==> config.mk <==
export PLATFORM = sky130hd
export DESIGN_NAME = lcd_spi_seq
export DESIGN_NICKNAME = d
export VERILOG_FILES = /design/src/rtl/lcd_seq_pkg.sv /design/src/rtl/lcd_spi_shift.sv /design/src/rtl/lcd_char_buf.sv /design/src/rtl/lcd_seq_ctrl.sv /design/src/rtl/lcd_spi_seq.sv
export SDC_FILE = /design/constraint.sdc
export NUM_CORES = 1
export LEC_CHECK = 0
export ABC_AREA = 0
export BUFFER_PORTS_ARGS = -buffer_cell sky130_fd_sc_hd__buf_2
export CAP_MARGIN = 20
export CORE_ASPECT_RATIO = 1.5
export CORE_MARGIN = 5
export CORE_UTILIZATION = 39
export CTS_CLUSTER_DIAMETER = 80
export CTS_CLUSTER_SIZE = 25
export DETAILED_ROUTE_END_ITERATION = 10
export GPL_ROUTABILITY_DRIVEN = 1
export PLACE_DENSITY_LB_ADDON = 0.2
export SKIP_LAST_GASP = 1
export SLEW_MARGIN = 0
export SYNTH_ARGS = -nofsm -noshare
export SYNTH_HDL_FRONTEND = slang
export SYNTH_SLANG_ARGS = --single-unit
==> constraint.sdc <==
create_clock -name clk_i -period 2.9 [get_ports clk_i]
set_input_delay 0.435 -clock clk_i [delete_from_list [all_inputs] [get_ports clk_i]]
set_output_delay 0.435 -clock clk_i [all_outputs]
set_load 0.01 [all_outputs]
==> src/rtl/lcd_seq_pkg.sv <==
package lcd_seq_pkg;

  localparam int unsigned INIT_LEN   = 10;
  localparam logic [3:0]  IDX_FOLLOW = 4'd5;
  localparam logic [3:0]  IDX_CLEAR  = 4'd7;

  typedef enum logic [2:0] {
    ST_PWRUP,
    ST_CMD_SEND,
    ST_CMD_WAIT,
    ST_IDLE,
    ST_STR_SEND,
    ST_STR_TAIL
  } seq_state_e;

  function automatic logic [7:0] init_cmd(input logic [3:0] idx, input logic [3:0] contrast);
    case (idx)
      4'd0:    return 8'h39;
      4'd1:    return 8'h1D;
      4'd2:    return 8'h50;
      4'd3:    return 8'h6C;
      4'd4:    return {4'h7, contrast};
      4'd5:    return 8'h38;
      4'd6:    return 8'h0F;
      4'd7:    return 8'h01;
      4'd8:    return 8'h02;
      default: return 8'h06;
    endcase
  endfunction

endpackage

==> src/rtl/lcd_spi_shift.sv <==
module lcd_spi_shift #(
  parameter int unsigned HALF_CYC = 63,
  localparam int unsigned DIV_W = (HALF_CYC > 1) ? $clog2(HALF_CYC) : 1
) (
  input  logic       clk_i,
  input  logic       rst_ni,
  input  logic       go_i,
  input  logic [7:0] byte_i,
  output logic       sclk_o,
  output logic       mosi_o,
  output logic       fin_o
);

  logic             active_q;
  logic [DIV_W-1:0] div_q;
  logic [2:0]       bit_q;
  logic [7:0]       sh_q;
  logic             tick;

  assign tick   = (div_q == DIV_W'(HALF_CYC - 1));
  assign mosi_o = sh_q[7];

  always_ff @(posedge clk_i or negedge rst_ni) begin
    if (!rst_ni) begin
      active_q <= 1'b0;
      div_q    <= '0;
      bit_q    <= '0;
      sh_q     <= '0;
      sclk_o   <= 1'b1;
      fin_o    <= 1'b0;
    end else begin
      fin_o <= 1'b0;
      if (!active_q) begin
        if (go_i) begin
          active_q <= 1'b1;
          sh_q     <= byte_i;
          bit_q    <= 3'd7;
          div_q    <= '0;
          sclk_o   <= 1'b0;
        end
      end else if (!tick) begin
        div_q <= div_q + 1'b1;
      end else begin
        div_q <= '0;
        if (!sclk_o) begin
          sclk_o <= 1'b1;
        end else if (bit_q == 3'd0) begin
          active_q <= 1'b0;
          fin_o    <= 1'b1;
        end else begin
          // next bit is set up on the falling edge
          bit_q  <= bit_q - 1'b1;
          sh_q   <= {sh_q[6:0], 1'b0};
          sclk_o <= 1'b0;
        end
      end
    end
  end

endmodule

==> src/rtl/lcd_char_buf.sv <==
module lcd_char_buf #(
  parameter int unsigned DEPTH = 32,
  localparam int unsigned AW = $clog2(DEPTH)
) (
  input  logic          clk_i,
  input  logic          wr_en_i,
  input  logic [AW-1:0] wr_addr_i,
  input  logic [7:0]    wr_data_i,
  input  logic [AW-1:0] rd_addr_i,
  output logic [7:0]    rd_data_o
);

  logic [7:0] mem_q [DEPTH];

  always_ff @(posedge clk_i) begin
    if (wr_en_i) mem_q[wr_addr_i] <= wr_data_i;
  end

  assign rd_data_o = mem_q[rd_addr_i];

endmodule

==> src/rtl/lcd_seq_ctrl.sv <==
module lcd_seq_ctrl import lcd_seq_pkg::*; #(
  parameter int unsigned PWRUP_CYC = 21000000,
  parameter int unsigned SHORT_CYC = 1600,
  parameter int unsigned LONG_CYC  = 105000,
  parameter int unsigned MAX_LEN   = 32,
  parameter int unsigned AW        = 5,
  parameter logic [3:0]  CONTRAST  = 4'h6,
  localparam int unsigned LEN_W    = AW + 1,
  localparam int unsigned WAIT_MAX = (PWRUP_CYC > LONG_CYC) ?
                                     ((PWRUP_CYC > SHORT_CYC) ? PWRUP_CYC : SHORT_CYC) :
                                     ((LONG_CYC > SHORT_CYC) ? LONG_CYC : SHORT_CYC),
  localparam int unsigned WAIT_W   = $clog2(WAIT_MAX + 1)
) (
  input  logic             clk_i,
  input  logic             rst_ni,
  input  logic             start_i,
  input  logic [LEN_W-1:0] len_i,
  input  logic             spi_fin_i,
  input  logic [7:0]       rd_data_i,
  output logic [AW-1:0]    rd_addr_o,
  output logic             spi_go_o,
  output logic [7:0]       spi_byte_o,
  output logic             cs_no,
  output logic             rs_o,
  output logic             busy_o,
  output logic             done_o,
  output logic             init_done_o
);

  localparam logic [LEN_W-1:0] MAX_L = LEN_W'(MAX_LEN);

  seq_state_e        state_q;
  logic [WAIT_W-1:0] wait_q;
  logic [WAIT_W-1:0] wait_lim;
  logic [3:0]        cmd_idx_q;
  logic [LEN_W-1:0]  byte_idx_q;
  logic [LEN_W-1:0]  len_q;
  logic [LEN_W-1:0]  eff_len;
  logic              str_phase;

  assign eff_len   = (len_i > MAX_L) ? MAX_L : len_i;
  assign wait_lim  = ((cmd_idx_q == IDX_FOLLOW) || (cmd_idx_q == IDX_CLEAR)) ?
                     WAIT_W'(LONG_CYC - 1) : WAIT_W'(SHORT_CYC - 1);
  assign str_phase = (state_q == ST_STR_SEND);
  assign spi_byte_o = str_phase ? rd_data_i : init_cmd(cmd_idx_q, CONTRAST);
  assign rd_addr_o = byte_idx_q[AW-1:0];
  assign busy_o    = (state_q != ST_IDLE);

  always_ff @(posedge clk_i or negedge rst_ni) begin
    if (!rst_ni) begin
      state_q     <= ST_PWRUP;
      wait_q      <= '0;
      cmd_idx_q   <= '0;
      byte_idx_q  <= '0;
      len_q       <= '0;
      cs_no       <= 1'b1;
      rs_o        <= 1'b0;
      spi_go_o    <= 1'b0;
      done_o      <= 1'b0;
      init_done_o <= 1'b0;
    end else begin
      spi_go_o <= 1'b0;
      done_o   <= 1'b0;
      case (state_q)
        ST_PWRUP: begin
          if (wait_q == WAIT_W'(PWRUP_CYC - 1)) begin
            wait_q   <= '0;
            cs_no    <= 1'b0;
            spi_go_o <= 1'b1;
            state_q  <= ST_CMD_SEND;
          end else begin
            wait_q <= wait_q + 1'b1;
          end
        end
        ST_CMD_SEND: begin
          if (spi_fin_i) begin
            cs_no   <= 1'b1;
            state_q <= ST_CMD_WAIT;
          end
        end
        ST_CMD_WAIT: begin
          if (wait_q == wait_lim) begin
            wait_q <= '0;
            if (cmd_idx_q == 4'(INIT_LEN - 1)) begin
              init_done_o <= 1'b1;
              state_q     <= ST_IDLE;
            end else begin
              cmd_idx_q <= cmd_idx_q + 1'b1;
              cs_no     <= 1'b0;
              spi_go_o  <= 1'b1;
              state_q   <= ST_CMD_SEND;
            end
          end else begin
            wait_q <= wait_q + 1'b1;
          end
        end
        ST_IDLE: begin
          if (start_i) begin
            if (eff_len == '0) begin
              state_q <= ST_STR_TAIL;
            end else begin
              len_q      <= eff_len;
              byte_idx_q <= '0;
              cs_no      <= 1'b0;
              rs_o       <= 1'b1;
              spi_go_o   <= 1'b1;
              state_q    <= ST_STR_SEND;
            end
          end
        end
        ST_STR_SEND: begin
          if (spi_fin_i) begin
            if (byte_idx_q == len_q - LEN_W'(1)) begin
              cs_no   <= 1'b1;
              state_q <= ST_STR_TAIL;
            end else begin
              byte_idx_q <= byte_idx_q + 1'b1;
              spi_go_o   <= 1'b1;
            end
          end
        end
        ST_STR_TAIL: begin
          done_o  <= 1'b1;
          state_q <= ST_IDLE;
        end
        default: state_q <= ST_PWRUP;
      endcase
    end
  end

endmodule

==> src/rtl/lcd_spi_seq.sv <==
module lcd_spi_seq #(
  parameter int unsigned HALF_CYC  = 63,
  parameter int unsigned PWRUP_CYC = 21000000,
  parameter int unsigned SHORT_CYC = 1600,
  parameter int unsigned LONG_CYC  = 105000,
  parameter int unsigned BUF_DEPTH = 32,
  parameter int unsigned MAX_LEN   = 32,
  parameter logic [3:0]  CONTRAST  = 4'h6,
  localparam int unsigned AW       = $clog2(BUF_DEPTH),
  localparam int unsigned LEN_W    = AW + 1
) (
  input  logic             clk_i,
  input  logic             rst_ni,
  input  logic             wr_en_i,
  input  logic [AW-1:0]    wr_addr_i,
  input  logic [7:0]       wr_data_i,
  input  logic [LEN_W-1:0] len_i,
  input  logic             start_i,
  output logic             busy_o,
  output logic             done_o,
  output logic             init_done_o,
  output logic             cs_no,
  output logic             sclk_o,
  output logic             mosi_o,
  output logic             rs_o
);

  logic [AW-1:0] rd_addr;
  logic [7:0]    rd_data;
  logic          spi_go;
  logic [7:0]    spi_byte;
  logic          spi_fin;

  lcd_char_buf #(.DEPTH(BUF_DEPTH)) i_buf (
    .clk_i     (clk_i),
    .wr_en_i   (wr_en_i),
    .wr_addr_i (wr_addr_i),
    .wr_data_i (wr_data_i),
    .rd_addr_i (rd_addr),
    .rd_data_o (rd_data)
  );

  lcd_seq_ctrl #(
    .PWRUP_CYC (PWRUP_CYC),
    .SHORT_CYC (SHORT_CYC),
    .LONG_CYC  (LONG_CYC),
    .MAX_LEN   (MAX_LEN),
    .AW        (AW),
    .CONTRAST  (CONTRAST)
  ) i_ctrl (
    .clk_i       (clk_i),
    .rst_ni      (rst_ni),
    .start_i     (start_i),
    .len_i       (len_i),
    .spi_fin_i   (spi_fin),
    .rd_data_i   (rd_data),
    .rd_addr_o   (rd_addr),
    .spi_go_o    (spi_go),
    .spi_byte_o  (spi_byte),
    .cs_no       (cs_no),
    .rs_o        (rs_o),
    .busy_o      (busy_o),
    .done_o      (done_o),
    .init_done_o (init_done_o)
  );

  lcd_spi_shift #(.HALF_CYC(HALF_CYC)) i_shift (
    .clk_i  (clk_i),
    .rst_ni (rst_ni),
    .go_i   (spi_go),
    .byte_i (spi_byte),
    .sclk_o (sclk_o),
    .mosi_o (mosi_o),
    .fin_o  (spi_fin)
  );

endmodule

# Yosys cells after proc, flatten, opt, wreduce, memory -nomap -nowiden
# Memories as Yosys holds them, arrays and structs flattened.
# Index checks and enable logic that the tools add are counted.
totals:
  regBits: 69
  mem_bits_rw: 256
  romBits: 112
  inputBits: 23
  output_inout_bits: 7
  word_cells: 134
  n_memories: 2
op_classes:
  n_addsub: 6
  order_cmp: 1
  n_eq_ne: 25
  mux: 66
  n_bitwise: 2
  reduce_logical: 16
memory_table:
  columns: ["name", "depth", "width", "rd", "rd_clocked_by_memory_dff", "write_ports", "line_no", "source"]
  rows:
  - ["i_buf.mem_q", 32, 8, 1, 0, 1, "lcd_char_buf.sv:13", "logic [7:0] mem_q [DEPTH];"]
  - ["(name not given)", 16, 7, 1, 0, 0, "lcd_seq_pkg.sv:17", "case (idx)"]
ops:
  columns: ["operator", "n"]
  rows:
  - ["2-to-1 mux 25 bit", 2]
  - ["case mux 25 bit (2 select lines)", 1]
  - ["2-to-1 mux 6 bit", 8]
  - ["2-to-1 mux 8 bit", 6]
  - ["2-to-1 mux 3 bit", 11]
  - ["2-to-1 mux 1 bit", 32]
  - ["adder 25 x 1 -> 25 bit (second input constant)", 1]
  - ["== test 25 bit", 1]
  - ["== test 25 bit (second input constant)", 1]
  - ["case mux 3 bit (6 select lines)", 1]
  - ["2-to-1 mux 17 bit", 1]
  - ["!= test 2 bit (second input constant)", 7]
  - ["adder 6 x 1 -> 6 bit (second input constant)", 2]
  - ["case mux 6 bit (2 select lines)", 1]
  - ["!= test 2 x 1 -> 1 bit (second input constant)", 5]
  - ["AND reduction 3 bit", 3]
  - ["AND reduction 9 bit", 1]
  - ["== test 4 x 3 -> 1 bit (second input constant)", 2]
  - ["== test 3 x 2 -> 1 bit (second input constant)", 2]
  - ["== test 3 bit (second input constant)", 2]
  - ["== test 6 bit", 1]
  - ["== test 6 bit (second input constant)", 1]
  - ["> comparator 6 bit (second input constant)", 1]
  - ["zero test 3 bit", 2]
  - ["other kinds (18)", 21]

# Logic depth before layout (Yosys ltp)
# Gate-level depths: netlist of the first run.
depth:
  depth_word: 6
  depth_mapped: 10

# By module
# Synthesis of the first run repeated with hierarchy kept, for this count alone.
hier_totals:
  cells_unflattened: 824
  area_unflattened_um2: 13902.1
modules_own_cells:
  columns: ["module", "n_inst", "cells_each", "area_per_inst_um2", "seq_area_each_um2"]
  rows:
  - ["lcd_char_buf", 1, 409, 9893.2, 7687.4]
  - ["lcd_seq_ctrl", 1, 308, 2803.9, 1227.4]
  - ["lcd_spi_shift", 1, 107, 1204.9, 501.7]

# Least setup slack after synthesis of the first run
# OpenSTA, ideal clock, no wires.
synth_path:
  path_kind: "reg2reg"
  start: "reg i_ctrl.byte_idx_q[0]"
  end: "reg i_shift.sh_q[0]"
  arrival_time_ns: 2.080
  required_time_ns: 2.753
  path_slack_ns: 0.673
  stages_incl_launch_ff: 9
  path_buffers: 4
  synth_period_minus_slack_ns: 2.227
  cell_sequence: "dfrtp_1 -> buf_6 -> buf_12 -> buf_4 -> buf_4 -> mux4_2 -> mux2_2 -> o221ai_1 -> o311ai_0"
synth_between:
  elab_chain_len: 4
synth_rtl:
  columns: ["item", "line_no", "source"]
  rows:
  - ["start, declared", "lcd_seq_ctrl.sv:36", "logic [LEN_W-1:0] byte_idx_q;"]
  - ["start signal, assigned", "lcd_seq_ctrl.sv:117", "byte_idx_q <= byte_idx_q + 1'b1;"]
  - ["memory read (32 x 8 bit)", null, null]
  - ["2-to-1 mux 8 bit", "lcd_seq_ctrl.sv:45", "assign spi_byte_o = str_phase ? rd_data_i : init_cmd(cmd_idx_q, CONTRAST);"]
  - ["2-to-1 mux 8 bit", "lcd_spi_shift.sv:34", "if (go_i) begin"]
  - ["2-to-1 mux 8 bit", "lcd_spi_shift.sv:33", "if (!active_q) begin"]
  - ["end signal, assigned", "lcd_spi_shift.sv:36", "sh_q <= byte_i;"]
  - ["end signal, assigned", "lcd_spi_shift.sv:53", "sh_q <= {sh_q[6:0], 1'b0};"]
  - ["end, declared", "lcd_spi_shift.sv:17", "logic [7:0] sh_q;"]
# Every way passes these cells. The select of a mux whose other input is x is not followed.
# A chain may end at the register's enable or synchronous reset.

# Worst setup path after layout of the first run
layout_path:
  start: "reg i_ctrl.byte_idx_q[0]"
  end: "reg i_shift.sh_q[5]"
# The elaborated chain is that of the path after synthesis.

==> results of run 1 <==
flip-flops by register name, summed over array words and instances (netlist names), 3 cells and up:
signal and count:
i_ctrl.cmd_idx_q 4, i_ctrl.byte_idx_q 6, i_shift.bit_q 3, i_ctrl.state_q 3
i_ctrl.len_q 6, i_shift.div_q 6, i_buf.mem_q 256, i_shift.sh_q 8
i_ctrl.wait_q 25
cells in the final DEF (no fill, tap or decap), types with 12 or more instances in the layout:
cell type,count
edfxtp_1,256
nor2_1,68
dfrtp_1,64
mux4_2,58
buf_4,56
nand2_1,53
o21ai_0,30
buf_2,28
nand3_1,21
xnor2_1,20
a21oi_1,17
clkbuf_16,17
inv_1,16
nor2b_1,13
xor2_1,13
nor3_1,13
nand3b_1,13
mux4_1,13
ha_1,13
nand2b_1,12
cells by family (layout without fill, tap and decap cells):
group                      count (synthesis)  in the layout  share of synthesized area
DFF                                      325            325                      0.675
muxes                                     88             88                      0.131
adders and majority gates                 13             13                     0.0117
xor gates and xnor gates                  33             33                     0.0207
AOI/OAI and AO/OA                         98             98                     0.0463
buffers and inverters                     57            133                     0.0239
and+or+nand+nor                          246            246                     0.0916
synth_stat cells (3+ instances only):
master	number	area share
a211oi_1	7	0.0038
a21oi_1	17	0.0061
a31oi_1	10	0.0045
and3_1	10	0.0045
buf_2	9	0.0032
buf_4	10	0.0054
buf_6	5	0.0040
clkbuf_1	14	0.0038
dfrtp_1	67	0.12
edfxtp_1	256	0.55
ha_1	13	0.012
inv_1	16	0.0043
mux2_2	7	0.0057
mux2i_1	10	0.0072
mux4_1	13	0.024
mux4_2	58	0.094
nand2_1	53	0.014
nand2b_1	12	0.0054
nand3_1	21	0.0075
nand3b_1	13	0.0070
nand4_1	7	0.0031
nand4b_1	3	0.0019
nor2_1	68	0.018
nor2b_1	13	0.0058
nor3_1	13	0.0047
o211ai_1	6	0.0032
o21ai_0	30	0.011
or2_2	7	0.0031
or3b_2	3	0.0019
or4_1	5	0.0027
xnor2_1	20	0.013
xor2_1	13	0.0082
power groups by stage:
stage	logic [W]	registers, W	clock network, W
after global routing	0.000818	0.00529	0.00295
after global placement	0.000751	0.00537	0
after floorplan	0.000532	0.00532	0
final	0.000739	0.00527	0.00266
after detailed placement	0.000758	0.00538	0
after CTS	0.000762	0.00527	0.00277
metrics by stage:
step | instance area [um2] | power (W)
floorplan | 14000 | 0.00585
global placement | 14900 | 0.00612
detailed placement | 14900 | 0.00614
CTS | 15400 | 0.00881
global route | 15400 | 0.00906
finish | 15400 | 0.00867
routing by layer:
| layer | vias to the layer above | part of all wire |
|---|---|---|
| li1 | 3466 | - |
| met1 | 3840 | 0.39 |
| met2 | 118 | 0.56 |
| met3 | 30 | 0.031 |
| met4 | 0 | 0.021 |
| met5 | - | 0 |
final cells by class:
cell class,count,area share
Tap cell,478,0.0388
Clock buffer,25,0.0295
Timing Repair Buffer,88,0.0409
Sequential cell,325,0.611
Clock inverter,4,0.00389
Inverter,16,0.00389
Multi-Input combinational cell,478,0.272
worst max-delay path, cell delays in order (launching register included):
cell     delay (ps)
dfrtp_4         620
buf_12          300
mux4_1          590
mux4_2          470
and2_0          160
o21ai_1         130
a21oi_1          80
path summary, 6_finish.rpt:
path,startpoint,to,cells after the start
setup / recovery,i_ctrl.byte_idx_q[0]$_DFFE_PN0P_,i_shift.sh_q[5]$_DFFE_PN0P_,6
hold / removal,len_i[3],i_ctrl.len_q[3]$_DFFE_PN0P_,3
setup reg to reg,i_ctrl.byte_idx_q[0]$_DFFE_PN0P_,i_shift.sh_q[5]$_DFFE_PN0P_,6
hold reg to reg,i_ctrl.rs_o$_DFFE_PN0P_,i_ctrl.rs_o$_DFFE_PN0P_,1
max in group asynchronous,rst_ni,i_ctrl.wait_q[17]$_DFFE_PN0P_,3
min in group asynchronous,rst_ni,i_shift.div_q[1]$_DFFE_PN0P_,2
==> results.md, run 1 <==
* Slew Viols, Final at 0
* Fillcell total at 3166
* RSZ-0062 raised after global routing: false
* Grt met3 use at 0.0152
* Post-route non-filler standard cell count at 1414
* Core ar. at 35600 um2
* Internal power at 0.00672 W
* Root Buffer: clkbuf_16
* Hold Path Class: in -> reg
* IO Pins at 30
* Post-Route Utilization at 0.433
* Fraction of power spent switching nets at 0.225
* Asr flop ratio synth at 0.212
* CTS Buffer Depth at 3
* Total grt overflow at 0
* Clk_lat worst skew at 520 ps
* Antenna violations before repair at 0
* Std cell rows at 85
* Gr busiest metal: met2
* CTS tree: built
* Layout Skew at 17.5 ps
* Vias in the first global route at 7824
* GR Layer Usage met2 at 0.281
* Met1 usage at 0.196
* Outcome: completed
* Initial DRC count at 472
* Fmax at 400 MHz
* Max Cap Viol at 0
* First-pass GRT wire length at 46800 um
* Worst hold slack at 187 ps
* Arrival time worst endpoint at 2890 ps
* # port buffers at 29
* PwrDens at 562 nW/um2
* Comb power frac at 0.085
* DRC violations left at 0
* Crit Path Max Fanout at 34
* Initial core utilization at 0.392
* Final min period at 2500 ps
* Cells after Synth at 860
* Number of flops mapped to enable cells by yosys at 256
* CP required at 3290 ps
* Post-synthesis sequential area ratio at 0.675
* Final worst setup slack at 402 ps
* Synth Cell Area at 14000 um2
* Flops & latches, synth at 325
* Die W at 164 um
* Pre-CTS setup slack at 395 ps
* Num Clock Sinks at 325
* Final-report hold violation count at 0
* Seq pwr share at 0.608
* P_leak at 5.33 nW
* Worst-path clk slew at 100 ps
* Switching power at 0.00195 W
* Crit share post-route at 0.861
* Area delta synth->final at 10.6%
* Wirelength per Cell at 21.3 um
* Final net count at 962
* Syn Nets at 896
* Tot GR Track Use at 0.154
* Avg Inst Size Synth at 16.2 um2
* DRT Pass-1 Iters at 5
* DP Wirelength at 20800 um
* DIE AREA at 39700 um2
* Die Height at 242 um
* Pin count of the biggest net entering global routing at 42
* Post-synth top flop: edfxtp_1
* Worst-Margin Slew at 624 ps
* Worst setup SP type: flop
* Total number of vias at 7454
* Setup_tns at 0 ps
* Slew headroom at 0.584
* Register area at 9420 um2
* Avg Vias per Cell at 5.27
* Setup CP Type: reg -> reg
* H-Tree Depth at 1
* Layout cells sized above 1 at 0.206
* Post-CTS Resized at 0
* CTS Hold Bufs at 1
* Yosys warns at 0
* CTS Buf Count at 17
* ANT nets after route at 0
* Multi-input logic area at 4200 um2
* # Post-CTS Setup Buffers at 0
* Antenna cell count at 0
* Reg2Reg Setup Slack at 400 ps
* CP Capture Type: flop
* Setup-failing EPs final at 0
* DRT Wirelength at 30100 um
* Clock power frac at 0.307
* GPL Wtd Cong at 0.781
* Max VDD drop at 0.000436 V
* Netlist cell types at 71
* Inst Count DP at 1384
Power figures use the tool's default switching activity.
==> run 2, diff against run 1 <==
==> constraint.sdc (replaced) <==
create_clock -name clk_i -period 2.9 [get_ports clk_i]
set_input_delay 0.29 -clock clk_i [delete_from_list [all_inputs] [get_ports clk_i]]
set_output_delay 0.29 -clock clk_i [all_outputs]
set_load 0.01 [all_outputs]
==> results.md, run 2 (same netlist as run 1, synthesis figures left out) <==
* CTS Buf Count at 17
* Pin count of the biggest net entering global routing at 56
* Die Height at 242 um
* Fraction of power spent switching nets at 0.229
* Area delta synth->final at 10.3%
* CP Capture Type: flop
* Inst Count DP at 1381
* Post-CTS Resized at 0
* Worst-path clk slew at 100 ps
* Total grt overflow at 0
* Vias in the first global route at 7957
* Clk_lat worst skew at 520 ps
* DRT Pass-1 Iters at 4
* Antenna cell count at 0
* Outcome: completed
* Num Clock Sinks at 325
* Commonest non-fill, non-tap cell in the layout: edfxtp_1
* Crit Path Max Fanout at 30
* Max VDD drop at 0.000351 V
* # port buffers at 29
* Final net count at 959
* RSZ-0062 raised after global routing: false
* CP required at 3270 ps
* Internal power at 0.00663 W
* Slew Viols, Final at 0
* DRT Wirelength at 29800 um
* Clock power frac at 0.301
* Slew headroom at 0.476
* Std cell rows at 85
* P_leak at 5.31 nW
* Final min period at 2530 ps
* DP Wirelength at 20700 um
* Setup-failing EPs final at 0
* Seq pwr share at 0.613
* DRC violations left at 0
* Setup_tns at 0 ps
* CTS Buffer Depth at 3
* Largest regs: i_buf.mem_q: 256 flops, i_ctrl.wait_q: 25 flops, i_shift.sh_q: 8 flops
* Most frequent cells in the layout: edfxtp_1, nor2_1, dfrtp_1
* Fmax at 396 MHz
* PwrDens at 559 nW/um2
* # Post-CTS Setup Buffers at 0
* Comb power frac at 0.085
* Avg Vias per Cell at 5.27
* DIE AREA at 39700 um2
* Die W at 164 um
* Switching power at 0.00197 W
* Setup CP Type: reg -> reg
* H-Tree Depth at 1
* Worst setup SP type: flop
* CTS tree: built
* Post-route non-filler standard cell count at 1411
* Crit share post-route at 0.871
* Max Cap Viol at 0
* Worst-Margin Slew at 783 ps
* First-pass GRT wire length at 46800 um
* Tot GR Track Use at 0.152
* Layout Skew at 24.7 ps
* IO Pins at 30
* Root Buffer: clkbuf_16
* GPL Wtd Cong at 0.788
* ANT nets after route at 0
* Hold Path Class: in -> reg
* Core ar. at 35600 um2
* Arrival time worst endpoint at 2890 ps
* Most flops, register: i_buf.mem_q
* Initial core utilization at 0.392
* Antenna violations before repair at 0
* Wirelength per Cell at 21.1 um
* Layout cells sized above 1 at 0.202
* Initial DRC count at 447
* Total number of vias at 7438
* Final-report hold violation count at 0
* Max reg flops at 256
## run 2: layer usage
metal  routed length, um  share of wire  global-route usage
met3                 784          0.026              0.0160
met4                 736          0.025              0.0428
met5                   0              0                   0
met2               16500           0.55               0.284
met1               11700           0.39               0.185
## run 2: repair_timing
action / in CTS / in global routing
hold buffers: 1 / 0
hold endpoints to repair: 51 / 0
setup endpoints to repair: 0 / 0
## run 2: critical path, stage by stage (launching register included)
cell and delay, ps:
dfrtp_4 640, buf_12 280, mux4_2 560, mux4_2 520, o21ai_0 210, a31oi_1 120
## run 2: area by class of cell
type                       count  area [um2]
inverter                      16        60.1
sequential                   325        9420
tap                          478         598
multi-input combinational    478        4200
clock buffer                  25         455
fill                        3181       20200
timing repair buffer          85         608
clock inverter                 4        35.0
## run 2: final timing paths
kind                                                  start                           end  slack [ps]  cells after the start
max                        i_ctrl.byte_idx_q[0]$_DFFE_PN0P_   i_shift.sh_q[1]$_DFFE_PN0P_         370                      5
min                                                len_i[0]   i_ctrl.len_q[0]$_DFFE_PN0P_          50                      3
max reg2reg                i_ctrl.byte_idx_q[0]$_DFFE_PN0P_   i_shift.sh_q[1]$_DFFE_PN0P_         370                      5
min reg2reg                        i_ctrl.cs_no$_DFFE_PN1P_      i_ctrl.cs_no$_DFFE_PN1P_         490                      2
max in group asynchronous                            rst_ni     i_ctrl.spi_go_o$_DFF_PN0_        1910                      3
min in group asynchronous                            rst_ni  i_shift.div_q[2]$_DFFE_PN0P_         360                      2
## run 2: power groups by stage
stage	Sequential, W	Clock (W)	Combinational [W]
2_1_floorplan	0.00532	0	0.000532
3_5_place_dp	0.00538	0	0.000751
6_report	0.00527	0.00259	0.000734
4_1_cts	0.00527	0.00269	0.000755
5_1_grt	0.00529	0.00289	0.000813
3_3_place_gp	0.00538	0	0.000743
## run 2: stage by stage
step	hold slack [ps]	setup slack [ps]	area, um2	power [W]	util
6_report	48.6	373	15400	0.00860	0.432
2_1_floorplan	-5.59	673	14000	0.00585	-
3_3_place_gp	409	390	14900	0.00612	0.418
5_1_grt	37.5	214	15400	0.00899	0.432
3_5_place_dp	405	362	14900	0.00613	0.418
4_1_cts	31.2	341	15400	0.00871	0.432
==> run 3, diff against run 2 <==
- clock period: 2.9 -> 2.1 ns (I/O delays scaled with it)
==> results.md, run 3 (same netlist as run 1, synthesis figures left out) <==
* Tot GR Track Use at 0.160
* Hold Path Class: in -> reg
* R2R depth at 6
* Root Buffer: clkbuf_16
* CTS tree: built
* Final net count at 1041
* Pin count of the biggest net entering global routing at 46
* Layout Skew at 23.1 ps
* CTS Buf Count at 18
* Final instance area at 16400 um2
* DP Wirelength at 21300 um
* Post-route non-filler standard cell count at 1495
* Crit Path Max Fanout at 6
* Std cell rows at 85
* Die W at 164 um
* Hold path cells at 3
* Register area at 9420 um2
* Outcome: finished, violations left
* # port buffers at 29
* Antenna cell count at 0
* Final worst setup slack at -193 ps
* RSZ-0062 raised after global routing: true
* Core ar. at 35600 um2
* H-Tree Depth at 1
* Vias in the first global route at 8299
* Most flops, register: i_buf.mem_q
* Fmax at 436 MHz
* Area delta synth->final at 17.3%
* Crit share post-route at 1.09
* Setup-failing EPs final at 12
* Setup CP Type: reg -> reg
* Antenna violations before repair at 0
* Num Clock Sinks at 325
* Clk_lat worst skew at 530 ps
* Final-report hold violation count at 0
* GPL Wtd Cong at 0.782
* Multi-input logic area at 4300 um2
* Worst-path clk slew at 90 ps
* DRT Pass-1 Iters at 4
* Die Height at 242 um
* ANT nets after route at 0
* CP Capture Type: flop
* Total grt overflow at 0
* Worst-Margin Slew at 619 ps
* Layout cells sized above 1 at 0.292
* Max Cap Viol at 0
* CP required at 2520 ps
* Max VDD drop at 0.000596 V
* Commonest non-fill, non-tap cell in the layout: edfxtp_1
* P_leak at 5.81 nW
* Most frequent cells in the layout: edfxtp_1, buf_4, nor2_1
* Cell Area, Placed at 15400 um2
* CTS Buffer Depth at 3
* DRT Wirelength at 31500 um
* Max reg flops at 256
* Fillcell total at 3148
* Initial DRC count at 381
* Failing checks: negative setup slack
* Largest regs: i_buf.mem_q: 256 flops, i_ctrl.wait_q: 25 flops, i_shift.sh_q: 8 flops
* Final min period at 2290 ps
* Slew Viols, Final at 0
* PwrDens at 773 nW/um2
* Critical path, cell by cell: clkbuf_16 -> mux4_1 -> mux4_2 -> o22ai_1 -> or4_1 -> nand3_1
* First-pass GRT wire length at 48700 um
* Critical Path Max Stage Delay at 560 ps
* IO Pins at 30
* DRC violations left at 0
* DIE AREA at 39700 um2
* Pre-CTS setup slack at -225 ps
* CP max stage cell: mux4_1
* Total number of vias at 7815
* Avg Vias per Cell at 5.23
* Arrival time worst endpoint at 2710 ps
* Worst setup SP type: flop
* Slew headroom at 0.587
* Wirelength per Cell at 21.1 um
* Initial core utilization at 0.392
* Inst Count DP at 1435
## run 3: cell count changes in the layout (fill, tap and decap cells not counted), sizes merged
cell,before,now
inv,17,19
buf,84,156
dlygate4sd3,1,8
clkbuf,25,29
clkinv,3,1
bufinv,0,1
## run 3: final timing paths
| kind | endpoint | start | slack (ps) |
|---|---|---|---|
| setup reg to reg | i_shift.sh_q[3]$_DFFE_PN0P_ | i_ctrl.byte_idx_q[0]$_DFFE_PN0P_ | -190 |
| min in group asynchronous | i_ctrl.state_q[1]$_DFFE_PN0P_ | rst_ni | 150 |
| hold / removal | i_ctrl.state_q[2]$_DFFE_PN0P_ | start_i | 120 |
| hold reg to reg | i_ctrl.cs_no$_DFFE_PN1P_ | i_ctrl.cs_no$_DFFE_PN1P_ | 490 |
| max in group asynchronous | i_shift.sclk_o$_DFFE_PN1P_ | rst_ni | 1320 |
| setup / recovery | i_shift.sh_q[3]$_DFFE_PN0P_ | i_ctrl.byte_idx_q[0]$_DFFE_PN0P_ | -190 |
## run 3: what timing repair did
item                                   CTS  global route
hold buffers                             8             0
pin swaps                                1             9
gates resized for setup                 10            24
setup endpoints to repair               13            21
gates cloned                             0             3
buffers inserted                         4            13
endpoints found under the hold margin   74             0
## run 3: per-stage QoR
stage	hold slack, ps	util	TNS [ps]	total power (W)
finish	122	0.459	-1340	0.0126
floorplan	-85.6	-	-341	0.00810
detailed placement	166	0.432	-1360	0.00866
global route	105	0.459	-2950	0.0132
global placement	166	0.432	-1140	0.00865
CTS	87.9	0.452	-1720	0.0127
## run 3: final cells by class
type	count	share of cell area
flip-flops and latches	325	0.576
multi-input cells	478	0.263
repair buffers	166	0.0846
well taps	478	0.0366
clock buffers	27	0.0315
clock inverters	5	0.00489
inverters	16	0.00367
## run 3: layer usage
metal / vias to the layer above / GRT usage / routed length [um]
li1: 3617 / - / -
met1: 4032 / 0.186 / 12100
met2: 121 / 0.302 / 17400
met3: 45 / 0.0179 / 905
met4: 0 / 0.0553 / 1000
met5: - / 0 / 0
## run 3: power by group
group,switching (W),internal [W],total (W)
Clock,0.00211,0.00190,0.00400
Combinational,0.000685,0.000730,0.00142
Sequential,0.000120,0.00711,0.00723
Total,0.00291,0.00974,0.0126
## run 3: worst max-delay path: cells and delay by family, from the launching register on
| family | cells | cell delay [ps] |
|---|---|---|
| simple gates | 2 | 190 |
| mux | 2 | 1120 |
| buf+inv | 1 | 180 |
| flops | 1 | 530 |
| compound gates | 1 | 160 |
